**config.mk**
```make
export PLATFORM = sky130hd
export DESIGN_NAME = spi_mp_frontend
export DESIGN_NICKNAME = d
export VERILOG_FILES = /design/src/rtl/spi_mp_pkg.sv /design/src/rtl/spi_mp_sync.sv /design/src/rtl/spi_mp_shift.sv /design/src/rtl/spi_mp_ctrl.sv /design/src/rtl/spi_mp_frontend.sv
export SDC_FILE = /design/constraint.sdc
export NUM_CORES = 1
export LEC_CHECK = 0
export ABC_AREA = 1
export BUFFER_PORTS_ARGS = -buffer_cell sky130_fd_sc_hd__clkbuf_2
export CORE_UTILIZATION = 45
export CTS_BUF_LIST = sky130_fd_sc_hd__clkbuf_2 sky130_fd_sc_hd__clkbuf_4 sky130_fd_sc_hd__clkbuf_8
export DETAILED_ROUTE_END_ITERATION = 10
export GPL_TIMING_DRIVEN = 1
export PLACE_DENSITY = 0.67
export SLEW_MARGIN = 20
export SYNTH_ARGS = -nofsm -noshare
export SYNTH_HDL_FRONTEND = slang
export SYNTH_HIERARCHICAL = 1
export SYNTH_SLANG_ARGS = --single-unit
```
**constraint.sdc**
```tcl
create_clock -name clk_i -period 2.64 [get_ports clk_i]
set_clock_uncertainty 0.05 [all_clocks]
set_input_delay 0.396 -clock clk_i [delete_from_list [all_inputs] [get_ports clk_i]]
set_output_delay 0.396 -clock clk_i [all_outputs]
set_load 0.02 [all_outputs]
```
**src/rtl/spi_mp_pkg.sv**
```systemverilog
package spi_mp_pkg;
  typedef enum logic [1:0] {PH_CMD, PH_WR, PH_RD} phase_e;
  typedef enum logic [1:0] {LD_IDLE, LD_WAIT, LD_GO} load_e;
endpackage

```
**src/rtl/spi_mp_sync.sv**
```systemverilog
module spi_mp_sync #(
  parameter int           W       = 3,
  parameter int           STAGES  = 2,
  parameter logic [W-1:0] RST_VAL = '0
) (
  input  logic         clk_i,
  input  logic         rst_ni,
  input  logic [W-1:0] d_i,
  output logic [W-1:0] q_o
);
  logic [W-1:0] stage_q [STAGES];

  for (genvar g = 0; g < STAGES; g++) begin : g_stage
    always_ff @(posedge clk_i or negedge rst_ni) begin
      if (!rst_ni) stage_q[g] <= RST_VAL;
      else if (g == 0) stage_q[g] <= d_i;
      else stage_q[g] <= stage_q[(g == 0) ? 0 : g-1];
    end
  end

  assign q_o = stage_q[STAGES-1];
endmodule

```
**src/rtl/spi_mp_shift.sv**
```systemverilog
module spi_mp_shift #(
  parameter int BW = 8
) (
  input  logic          clk_i,
  input  logic          rst_ni,
  input  logic          sclk_i,
  input  logic          cs_ni,
  input  logic          mosi_i,
  input  logic          load_i,
  input  logic [BW-1:0] load_byte_i,
  output logic          done_o,
  output logic [BW-1:0] byte_o,
  output logic          miso_o
);
  localparam int CW = $clog2(BW);

  logic          sclk_q;
  logic [CW-1:0] cnt_q;
  logic [BW-1:0] rx_q, tx_q;
  logic          rise, fall;
  logic          last_bit;
  logic [BW-1:0] rx_next;

  assign rise     = sclk_i & ~sclk_q;
  assign fall     = ~sclk_i & sclk_q;
  assign last_bit = (cnt_q == CW'(BW-1));
  assign rx_next  = {rx_q[BW-2:0], mosi_i};

  always_ff @(posedge clk_i or negedge rst_ni) begin
    if (!rst_ni) begin
      sclk_q <= 1'b0;
      cnt_q  <= '0;
      rx_q   <= '0;
      tx_q   <= '0;
      done_o <= 1'b0;
      byte_o <= '0;
    end else begin
      sclk_q <= sclk_i;
      done_o <= 1'b0;
      if (cs_ni) begin
        // partial byte dropped here
        cnt_q <= '0;
        rx_q  <= '0;
        tx_q  <= '0;
      end else begin
        if (rise) begin
          rx_q  <= rx_next;
          cnt_q <= last_bit ? '0 : cnt_q + 1'b1;
          if (last_bit) begin
            done_o <= 1'b1;
            byte_o <= rx_next;
          end
        end
        // no shift on the fall that closes a byte: next byte's MSB is preloaded
        if (load_i) tx_q <= load_byte_i;
        else if (fall && cnt_q != '0) tx_q <= {tx_q[BW-2:0], 1'b0};
      end
    end
  end

  assign miso_o = tx_q[BW-1];
endmodule

```
**src/rtl/spi_mp_ctrl.sv**
```systemverilog
module spi_mp_ctrl
  import spi_mp_pkg::*;
#(
  parameter int                       CH_W       = 2,
  parameter int                       ADDR_W     = 5,
  parameter int                       FIFO_DEPTH = 128,
  parameter logic [ADDR_W-1:0]        THR_ADDR   = '0,
  parameter logic [ADDR_W-1:0]        GLB_ADDR   = '1,
  parameter logic [ADDR_W-1:0]        REV_ADDR   = ADDR_W'(5),
  parameter logic [CH_W+ADDR_W:0]     REV_ID     = 8'hB2,
  parameter logic [CH_W+ADDR_W:0]     EXT_ON     = 8'hCE,
  parameter logic [CH_W+ADDR_W:0]     EXT_OFF    = 8'hCD
) (
  input  logic                    clk_i,
  input  logic                    rst_ni,
  input  logic                    cs_ni,
  input  logic                    done_i,
  input  logic [CH_W+ADDR_W:0]    byte_i,
  input  logic [CH_W+ADDR_W:0]    rd_data_i,
  output logic [CH_W-1:0]         chan_o,
  output logic [ADDR_W-1:0]       addr_o,
  output logic [CH_W+ADDR_W:0]    wdata_o,
  output logic                    wr_stb_o,
  output logic                    rd_stb_o,
  output logic                    load_o,
  output logic [CH_W+ADDR_W:0]    load_byte_o
);
  localparam int BW    = 1 + CH_W + ADDR_W;
  localparam int CNT_W = $clog2(FIFO_DEPTH + 1);

  phase_e             phase_q;
  load_e              ld_q;
  logic               ext_q;
  logic [CNT_W-1:0]   burst_q;
  logic               rev_hit;
  logic               thr_full;
  logic [ADDR_W-1:0]  cmd_addr;

  assign cmd_addr = byte_i[ADDR_W-1:0];
  assign rev_hit  = ext_q && (addr_o == REV_ADDR);
  assign thr_full = (addr_o == THR_ADDR) && (burst_q == CNT_W'(FIFO_DEPTH));

  always_ff @(posedge clk_i or negedge rst_ni) begin
    if (!rst_ni) begin
      phase_q  <= PH_CMD;
      ld_q     <= LD_IDLE;
      ext_q    <= 1'b0;
      burst_q  <= '0;
      chan_o   <= '0;
      addr_o   <= '0;
      wdata_o  <= '0;
      wr_stb_o <= 1'b0;
      rd_stb_o <= 1'b0;
    end else begin
      wr_stb_o <= 1'b0;
      rd_stb_o <= 1'b0;
      unique case (ld_q)
        LD_WAIT: ld_q <= LD_GO;
        LD_GO:   ld_q <= LD_IDLE;
        default: ld_q <= LD_IDLE;
      endcase
      if (cs_ni) begin
        phase_q <= PH_CMD;
        ld_q    <= LD_IDLE;
      end else if (done_i) begin
        unique case (phase_q)
          PH_CMD: begin
            addr_o  <= cmd_addr;
            chan_o  <= (cmd_addr == GLB_ADDR) ? '0 : byte_i[ADDR_W +: CH_W];
            burst_q <= '0;
            if (byte_i[BW-1]) begin
              phase_q <= PH_WR;
            end else begin
              phase_q <= PH_RD;
              ld_q    <= LD_WAIT;
            end
          end
          PH_WR: begin
            if (addr_o == GLB_ADDR) begin
              if (byte_i == EXT_ON) ext_q <= 1'b1;
              else if (byte_i == EXT_OFF) ext_q <= 1'b0;
            end else if (!thr_full) begin
              wr_stb_o <= 1'b1;
              wdata_o  <= byte_i;
              if (addr_o == THR_ADDR) burst_q <= burst_q + 1'b1;
            end
          end
          PH_RD: begin
            if (!rev_hit) rd_stb_o <= 1'b1;
            ld_q <= LD_WAIT;
          end
          default: phase_q <= PH_CMD;
        endcase
      end
    end
  end

  // load two cycles after a byte boundary: address settled, pop visible
  assign load_o      = (ld_q == LD_GO);
  assign load_byte_o = rev_hit ? REV_ID : rd_data_i;
endmodule

```
**src/rtl/spi_mp_frontend.sv**
```systemverilog
module spi_mp_frontend #(
  parameter int                    CH_W        = 2,
  parameter int                    ADDR_W      = 5,
  parameter int                    FIFO_DEPTH  = 128,
  parameter int                    SYNC_STAGES = 2,
  parameter logic [ADDR_W-1:0]     THR_ADDR    = '0,
  parameter logic [ADDR_W-1:0]     GLB_ADDR    = '1,
  parameter logic [ADDR_W-1:0]     REV_ADDR    = ADDR_W'(5),
  parameter logic [CH_W+ADDR_W:0]  REV_ID      = 8'hB2,
  parameter logic [CH_W+ADDR_W:0]  EXT_ON      = 8'hCE,
  parameter logic [CH_W+ADDR_W:0]  EXT_OFF     = 8'hCD
) (
  input  logic                   clk_i,
  input  logic                   rst_ni,
  input  logic                   sclk_i,
  input  logic                   cs_ni,
  input  logic                   mosi_i,
  output logic                   miso_o,
  output logic [CH_W-1:0]        chan_o,
  output logic [ADDR_W-1:0]      addr_o,
  output logic [CH_W+ADDR_W:0]   wdata_o,
  output logic                   wr_stb_o,
  output logic                   rd_stb_o,
  input  logic [CH_W+ADDR_W:0]   rd_data_i
);
  localparam int BW = 1 + CH_W + ADDR_W;

  logic [2:0]    pins_s;
  logic          sclk_s, cs_n_s, mosi_s;
  logic          done;
  logic [BW-1:0] rx_byte;
  logic          load;
  logic [BW-1:0] load_byte;

  spi_mp_sync #(.W(3), .STAGES(SYNC_STAGES), .RST_VAL(3'b010)) u_sync (
    .clk_i  (clk_i),
    .rst_ni (rst_ni),
    .d_i    ({sclk_i, cs_ni, mosi_i}),
    .q_o    (pins_s)
  );
  assign {sclk_s, cs_n_s, mosi_s} = pins_s;

  spi_mp_shift #(.BW(BW)) u_shift (
    .clk_i       (clk_i),
    .rst_ni      (rst_ni),
    .sclk_i      (sclk_s),
    .cs_ni       (cs_n_s),
    .mosi_i      (mosi_s),
    .load_i      (load),
    .load_byte_i (load_byte),
    .done_o      (done),
    .byte_o      (rx_byte),
    .miso_o      (miso_o)
  );

  spi_mp_ctrl #(
    .CH_W(CH_W), .ADDR_W(ADDR_W), .FIFO_DEPTH(FIFO_DEPTH),
    .THR_ADDR(THR_ADDR), .GLB_ADDR(GLB_ADDR), .REV_ADDR(REV_ADDR),
    .REV_ID(REV_ID), .EXT_ON(EXT_ON), .EXT_OFF(EXT_OFF)
  ) u_ctrl (
    .clk_i       (clk_i),
    .rst_ni      (rst_ni),
    .cs_ni       (cs_n_s),
    .done_i      (done),
    .byte_i      (rx_byte),
    .rd_data_i   (rd_data_i),
    .chan_o      (chan_o),
    .addr_o      (addr_o),
    .wdata_o     (wdata_o),
    .wr_stb_o    (wr_stb_o),
    .rd_stb_o    (rd_stb_o),
    .load_o      (load),
    .load_byte_o (load_byte)
  );
endmodule

```
# Word level (Yosys, flattened, before mapping)
# Index checks and enable logic that the tools add are counted.
# word_totals
ff_bits,64
in_bits,13
output_inout_bits,18
wordCells,96
# op_classes
add_sub_neg,2
eq_ne,15
n_mux,37
n_bitwise,7
n_reduce_logical,18
# op_table
cell,n
8-bit 2-to-1 mux,7
8-bit equality test (second input constant),3
2-bit 2-to-1 mux,8
8-bit one-hot mux with 2 select lines,1
1-bit 2-to-1 mux,14
7-bit 2-to-1 mux,2
5-bit equality test (second input constant),2
5-bit AND reduction,2
3-bit 2-to-1 mux,3
8-bit by 1-bit adder with 8-bit output (second input constant),1
2-bit one-hot mux with 2 select lines,2
2-bit nonzero test,4
3-bit AND reduction,2
6-bit AND reduction,1
3-bit nonzero test,2
5-bit by 3-bit equality test with 1-bit output (second input constant),1
5-bit logical NOT,1
1-bit inverter,5
2-bit by 1-bit equality test with 1-bit output (second input constant),2
2-bit equality test (second input constant),2
2-bit by 1-bit != test with 1-bit output (second input constant),2
2-bit != test (second input constant),2
3-bit by 1-bit adder with 3-bit output (second input constant),1
3-bit equality test (second input constant),1
5 further kinds,8

# Longest topological paths before layout
# logic_depth
ltp_word,7
depth_mapped,9
ltp_nobuf,9

# By module
# Netlist, hierarchy kept.
# by_module_without_submodules
module,n_inst,cells_each,area_per_inst_um2,seq_area_each_um2
spi_mp_ctrl,1,208,1656.6,750.7
spi_mp_shift,1,147,1273.7,700.7
spi_mp_sync,1,9,175.2,152.6

# Worst setup path after synthesis
# No wires, ideal clock.
# synth_path
path_type,flip-flop to flip-flop
startpoint,reg u_ctrl.addr_o[1]
endpoint,reg u_shift.tx_q[1]
setup_time_ns,0.065
arrival_time_ns,1.343
required_time_ns,2.525
path_slack_ns,1.182
stages_incl_launch_ff,9
path_buffers,0
synth_period_minus_slack_ns,1.458
cell_sequence,dfrtp_1 -> nor2_1 -> nand2_1 -> nor2_1 -> or2_2 -> nand3_1 -> nand2_1 -> nand2_1 -> nand2_1
# synth_via
elab_chain_len,5
# synth_lines
element,line_no,source
from (decl),spi_mp_ctrl.sv:21,"output logic [ADDR_W-1:0] addr_o,"
from (signal assigned),spi_mp_ctrl.sv:68,addr_o <= cmd_addr;
5-bit by 3-bit equality test with 1-bit output,spi_mp_ctrl.sv:40,assign rev_hit = ext_q && (addr_o == REV_ADDR);
1-bit logical AND,spi_mp_ctrl.sv:40,
8-bit 2-to-1 mux,spi_mp_ctrl.sv:100,assign load_byte_o = rev_hit ? REV_ID : rd_data_i;
via load_byte[1],spi_mp_frontend.sv:33,logic [BW-1:0] load_byte;
8-bit 2-to-1 mux,spi_mp_shift.sv:55,if (load_i) tx_q <= load_byte_i;
8-bit 2-to-1 mux,spi_mp_shift.sv:40,if (cs_ni) begin
to (signal assigned),spi_mp_shift.sv:55,
to (signal assigned),spi_mp_shift.sv:56,"else if (fall && cnt_q != '0) tx_q <= {tx_q[BW-2:0], 1'b0};"
to (decl),spi_mp_shift.sv:19,"logic [BW-1:0] rx_q, tx_q;"
# The timed path passes the listed nets, and every way through them passes these cells.
# A chain may end at the register's enable or synchronous reset.

# Final worst setup path
# Ends and elaborated chain as after synthesis.

==> summary.txt <==
Run status
  – Status: finished, final reports clean

Routing
  – Initial drt markers: 84
  – Routed via count: around 2400
  – Wire per inst: about 12 um
  – Antenna-violating nets left: 0
  – Post-Route WL: around 6000 um
  – Drt drc: 0
  – Vias per cell: a little under 5
  – DRT Pass-1 Iters: 4

Timing
  – Setup TNS: 0 ps
  – Unrepaired setup endpoints after global routing: false
  – Final slew viol count: 0
  – Crit path time final: roughly 1800 ps
  – Hold Violations, Final: 0
  – Slew margin rel.: 0.526
  – Final cycle utilization of the critical path: 0.681
  – Least-Margin Pin Slew: just over 700 ps
  – Setup violations, final: 0
  – Max Clk Rate: around 560 MHz

Die
  – IO Pins: 31
  – Initial Utilization: 0.478
  – Core area: between 6000 and 7000 um^2
  – Die height: around 85 um
  – Row count: 29
  – Die W: roughly 85 um
  – DIE AREA: ~7200 um^2

Layout
  – Leading cell type in the layout, fill and taps excluded: nand2_1
  – Post-layout util: 0.534
  – Fraction of final layout cells sized beyond drive strength 1: 0.204
  – Most frequent cells in the layout: nand2_1 (126), dfrtp_1 (62), nand3_1 (49), clkbuf_2 (30), inv_1 (30)
  – FF/Latch Area: roughly 1600 um^2
  – Layout area overhead: 11.7%
  – Layout fillers: about 600
  – Area occupied by multi-input gates: approximately 1300 um^2
  – # nets final: 417
  – Ant. Diodes: 0

Synthesis
  – Top-area cell type share of the netlist area: 0.500
  – Synth Area in Compound Gates: 0.0351
  – Main combinational cell family by area after synthesis: simple AND/OR/NAND/NOR gates
  – Seq cells post-synth: 64
  – Number of distinct library cells after synthesis: 29
  – Post-Synthesis Cells: about 360
  – Simple-gate share of the synthesized area: 0.339
  – Syn nets: just under 400
  – Yosys top cell by area: dfrtp_1
  – Post-synthesis cell area: between 3000 and 4000 um^2
  – XOR/XNOR Fraction of Synth Area: 0.00282
  – Seq/Total Area, Yosys: 0.517
  – Multiplexer area fraction after synthesis: 0
  – Post-synthesis adder-cell area fraction: 0.0322
  – Mean Syn Cell Area: 8.53 um^2
  – Warnings from Yosys: 6
  – Synth top area cells: dfrtp_1 (50%), nand2_1 (15%), nand3_1 (7.9%)

Power and ir drop
  – Peak VDD IR: between 200 and 300 uV
  – Reg power frac: 0.527
  – Combinational power share: 0.034
  – Sw Ratio: 0.221
  – NetSw: between 0.0004 and 0.0005 W
  – Leak: roughly 1.9 nW
  – Power Internal: approximately 0.0015 W
  – PwrDens: between 500 and 600 nW/um^2
  – Power share of the clock group: 0.439

GRT
  – Total GRT Usage: 0.183
  – Largest net degree at the start of global routing: 65
  – Grt total ovfl: 0
  – Number of antenna violations at the first check in global routing: 0
  – Number of global-route vias before repair: between 2000 and 2500
  – First-pass GRT wire length: between 10000 and 15000 um

Critical path
  – Worst path required time: around 2900 ps
  – Critical Path Source Type: register
  – Crit-path cells: nor2_1 -> nand2_1 -> nor2_1 -> or2_2 -> nand3_1 -> nand2_1 -> nand2_1 -> nand2_1
  – R2r startpoint: u_ctrl/addr_o[1]
  – Worst EP arrival: between 2000 and 2500 ps
  – Max FO, Critical Path: 9
  – Critical path class: reg -> reg
  – Crit path max-delay cell type: nor2_1
  – Slowest stage delay, CP: approximately 520 ps
  – Worst setup startpoint: u_ctrl/addr_o[1]
  – Most frequent CP cell: nand2_1
  – CP Capture Type: register

Clock network
  – H-tree depth: 3
  – CTS buffer count: 9
  – TritonCTS clock tree: done
  – # resized after CTS: 0
  – Root Buffer: clkbuf_8
  – Bufs on Longest Clock Path: 2
  – Clk slew on worst S/H paths: 70 ps
  – CTS Hold Bufs: 0
  – Clock latency on the worst-skew pair: roughly 340 ps
  – Postcts setup bufs: 0
  – Clock Sinks: 64

Worst hold path
  – Worst hold path class: in -> async

Placement
  – I/O Buffers: 30
  – GP Congestion: ~0.86
  – HPWL reported at the end of detailed placement: around 4000 um

Run
  – Max cap viols: 0
## synthesized netlist by cell type
cell	number
a21oi_1	3
buf_4	5
buf_6	5
dfrtp_1	62
dfstp_2	2
ha_1	8
inv_1	30
inv_2	5
inv_4	1
nand2_1	126
nand2_2	9
nand2_4	2
nand3_1	49
nand3_2	2
nand3_4	1
nand4_1	3
nor2_1	21
nor2_2	1
nor2_4	4
nor2_8	1
nor3_1	2
nor3b_1	1
o21ai_0	11
o21ai_2	2
o22ai_2	1
o32ai_1	1
or2_0	1
or2_2	4
xor2_1	1
## path summary, 6_finish.rpt
kind                                     endpoint  slack [ps]  cells past startpoint
worst max-delay path              u_shift/tx_q[1]         840                      8
worst min-delay path            u_ctrl/wdata_o[0]           4                      2
worst max register to register    u_shift/tx_q[1]         840                      8
worst min register to register      u_sync/q_o[0]         300                      0
max in group asynchronous       u_sync/stage_q[4]        2210                      2
min in group clk_i              u_sync/stage_q[4]          80                      1
## registers in the layout, indices dropped and copies added, names as in the netlist, 2 cells and up
name / flops
u_shift/rx_q: 7
u_ctrl/ld_q: 2
u_shift/tx_q: 8
u_ctrl/phase_q: 2
u_shift/byte_o: 8
u_sync/stage_q: 3
u_sync/q_o: 3
u_ctrl/chan_o: 2
u_ctrl/addr_o: 5
u_ctrl/wdata_o: 8
u_ctrl/burst_q: 8
u_shift/cnt_q: 3
## worst max-delay path, delay by kind of cell (launching register included)
family        cells  cell delay [ps]
simple gates      8             1260
flops             1              420
## final cells by class
| type | count | area share |
|---|---|---|
| timing repair buffer | 31 | 0.0490 |
| tap | 77 | 0.0278 |
| inverter | 36 | 0.0397 |
| clock buffer | 12 | 0.0422 |
| multi-input combinational | 254 | 0.366 |
| sequential | 64 | 0.462 |
| clock inverter | 4 | 0.0130 |
## kinds of logic (layout without fill, tap and decap cells)
group | count (synthesis) | after routing
simple gates | 227 | 227
fa+ha+maj | 8 | 8
buf+inv | 46 | 83
xor+xnor | 1 | 1
compound gates | 18 | 18
flops | 64 | 64
## metal layers
layer  routed length, um  track usage  vias up  share of wire
li1                    -            -     1208              -
met1                2810        0.235     1092           0.48
met2                2670        0.288       56           0.46
met3                 263       0.0457       10          0.045
met4                 126       0.0940        0          0.021
met5                   0            0        -              0
## power by group through the flow
stage / clock (W) / combinational (W) / sequential [W]
floorplan: 0 / 0.0000386 / 0.00101
global placement: 0 / 0.0000665 / 0.00101
detailed placement: 0 / 0.0000671 / 0.00101
CTS: 0.000854 / 0.0000674 / 0.000996
global route: 0.000894 / 0.0000756 / 0.000996
finish: 0.000830 / 0.0000651 / 0.000996
## metrics by stage
| step | worst slack [ps] | hold WS, ps | total power, W | instance area (um^2) | instances |
|---|---|---|---|---|---|
| after floorplan | 1180 | 50.4 | 0.00105 | 3110 | 364 |
| after global placement | 927 | 285 | 0.00108 | 3280 | 462 |
| after detailed placement | 884 | 285 | 0.00108 | 3280 | 462 |
| after CTS | 849 | 22.6 | 0.00192 | 3470 | 478 |
| after global routing | 678 | 33.9 | 0.00197 | 3470 | 478 |
| final | 842 | 3.86 | 0.00189 | 3470 | 478 |
No activity file was read; power rests on OpenSTA's default activity.
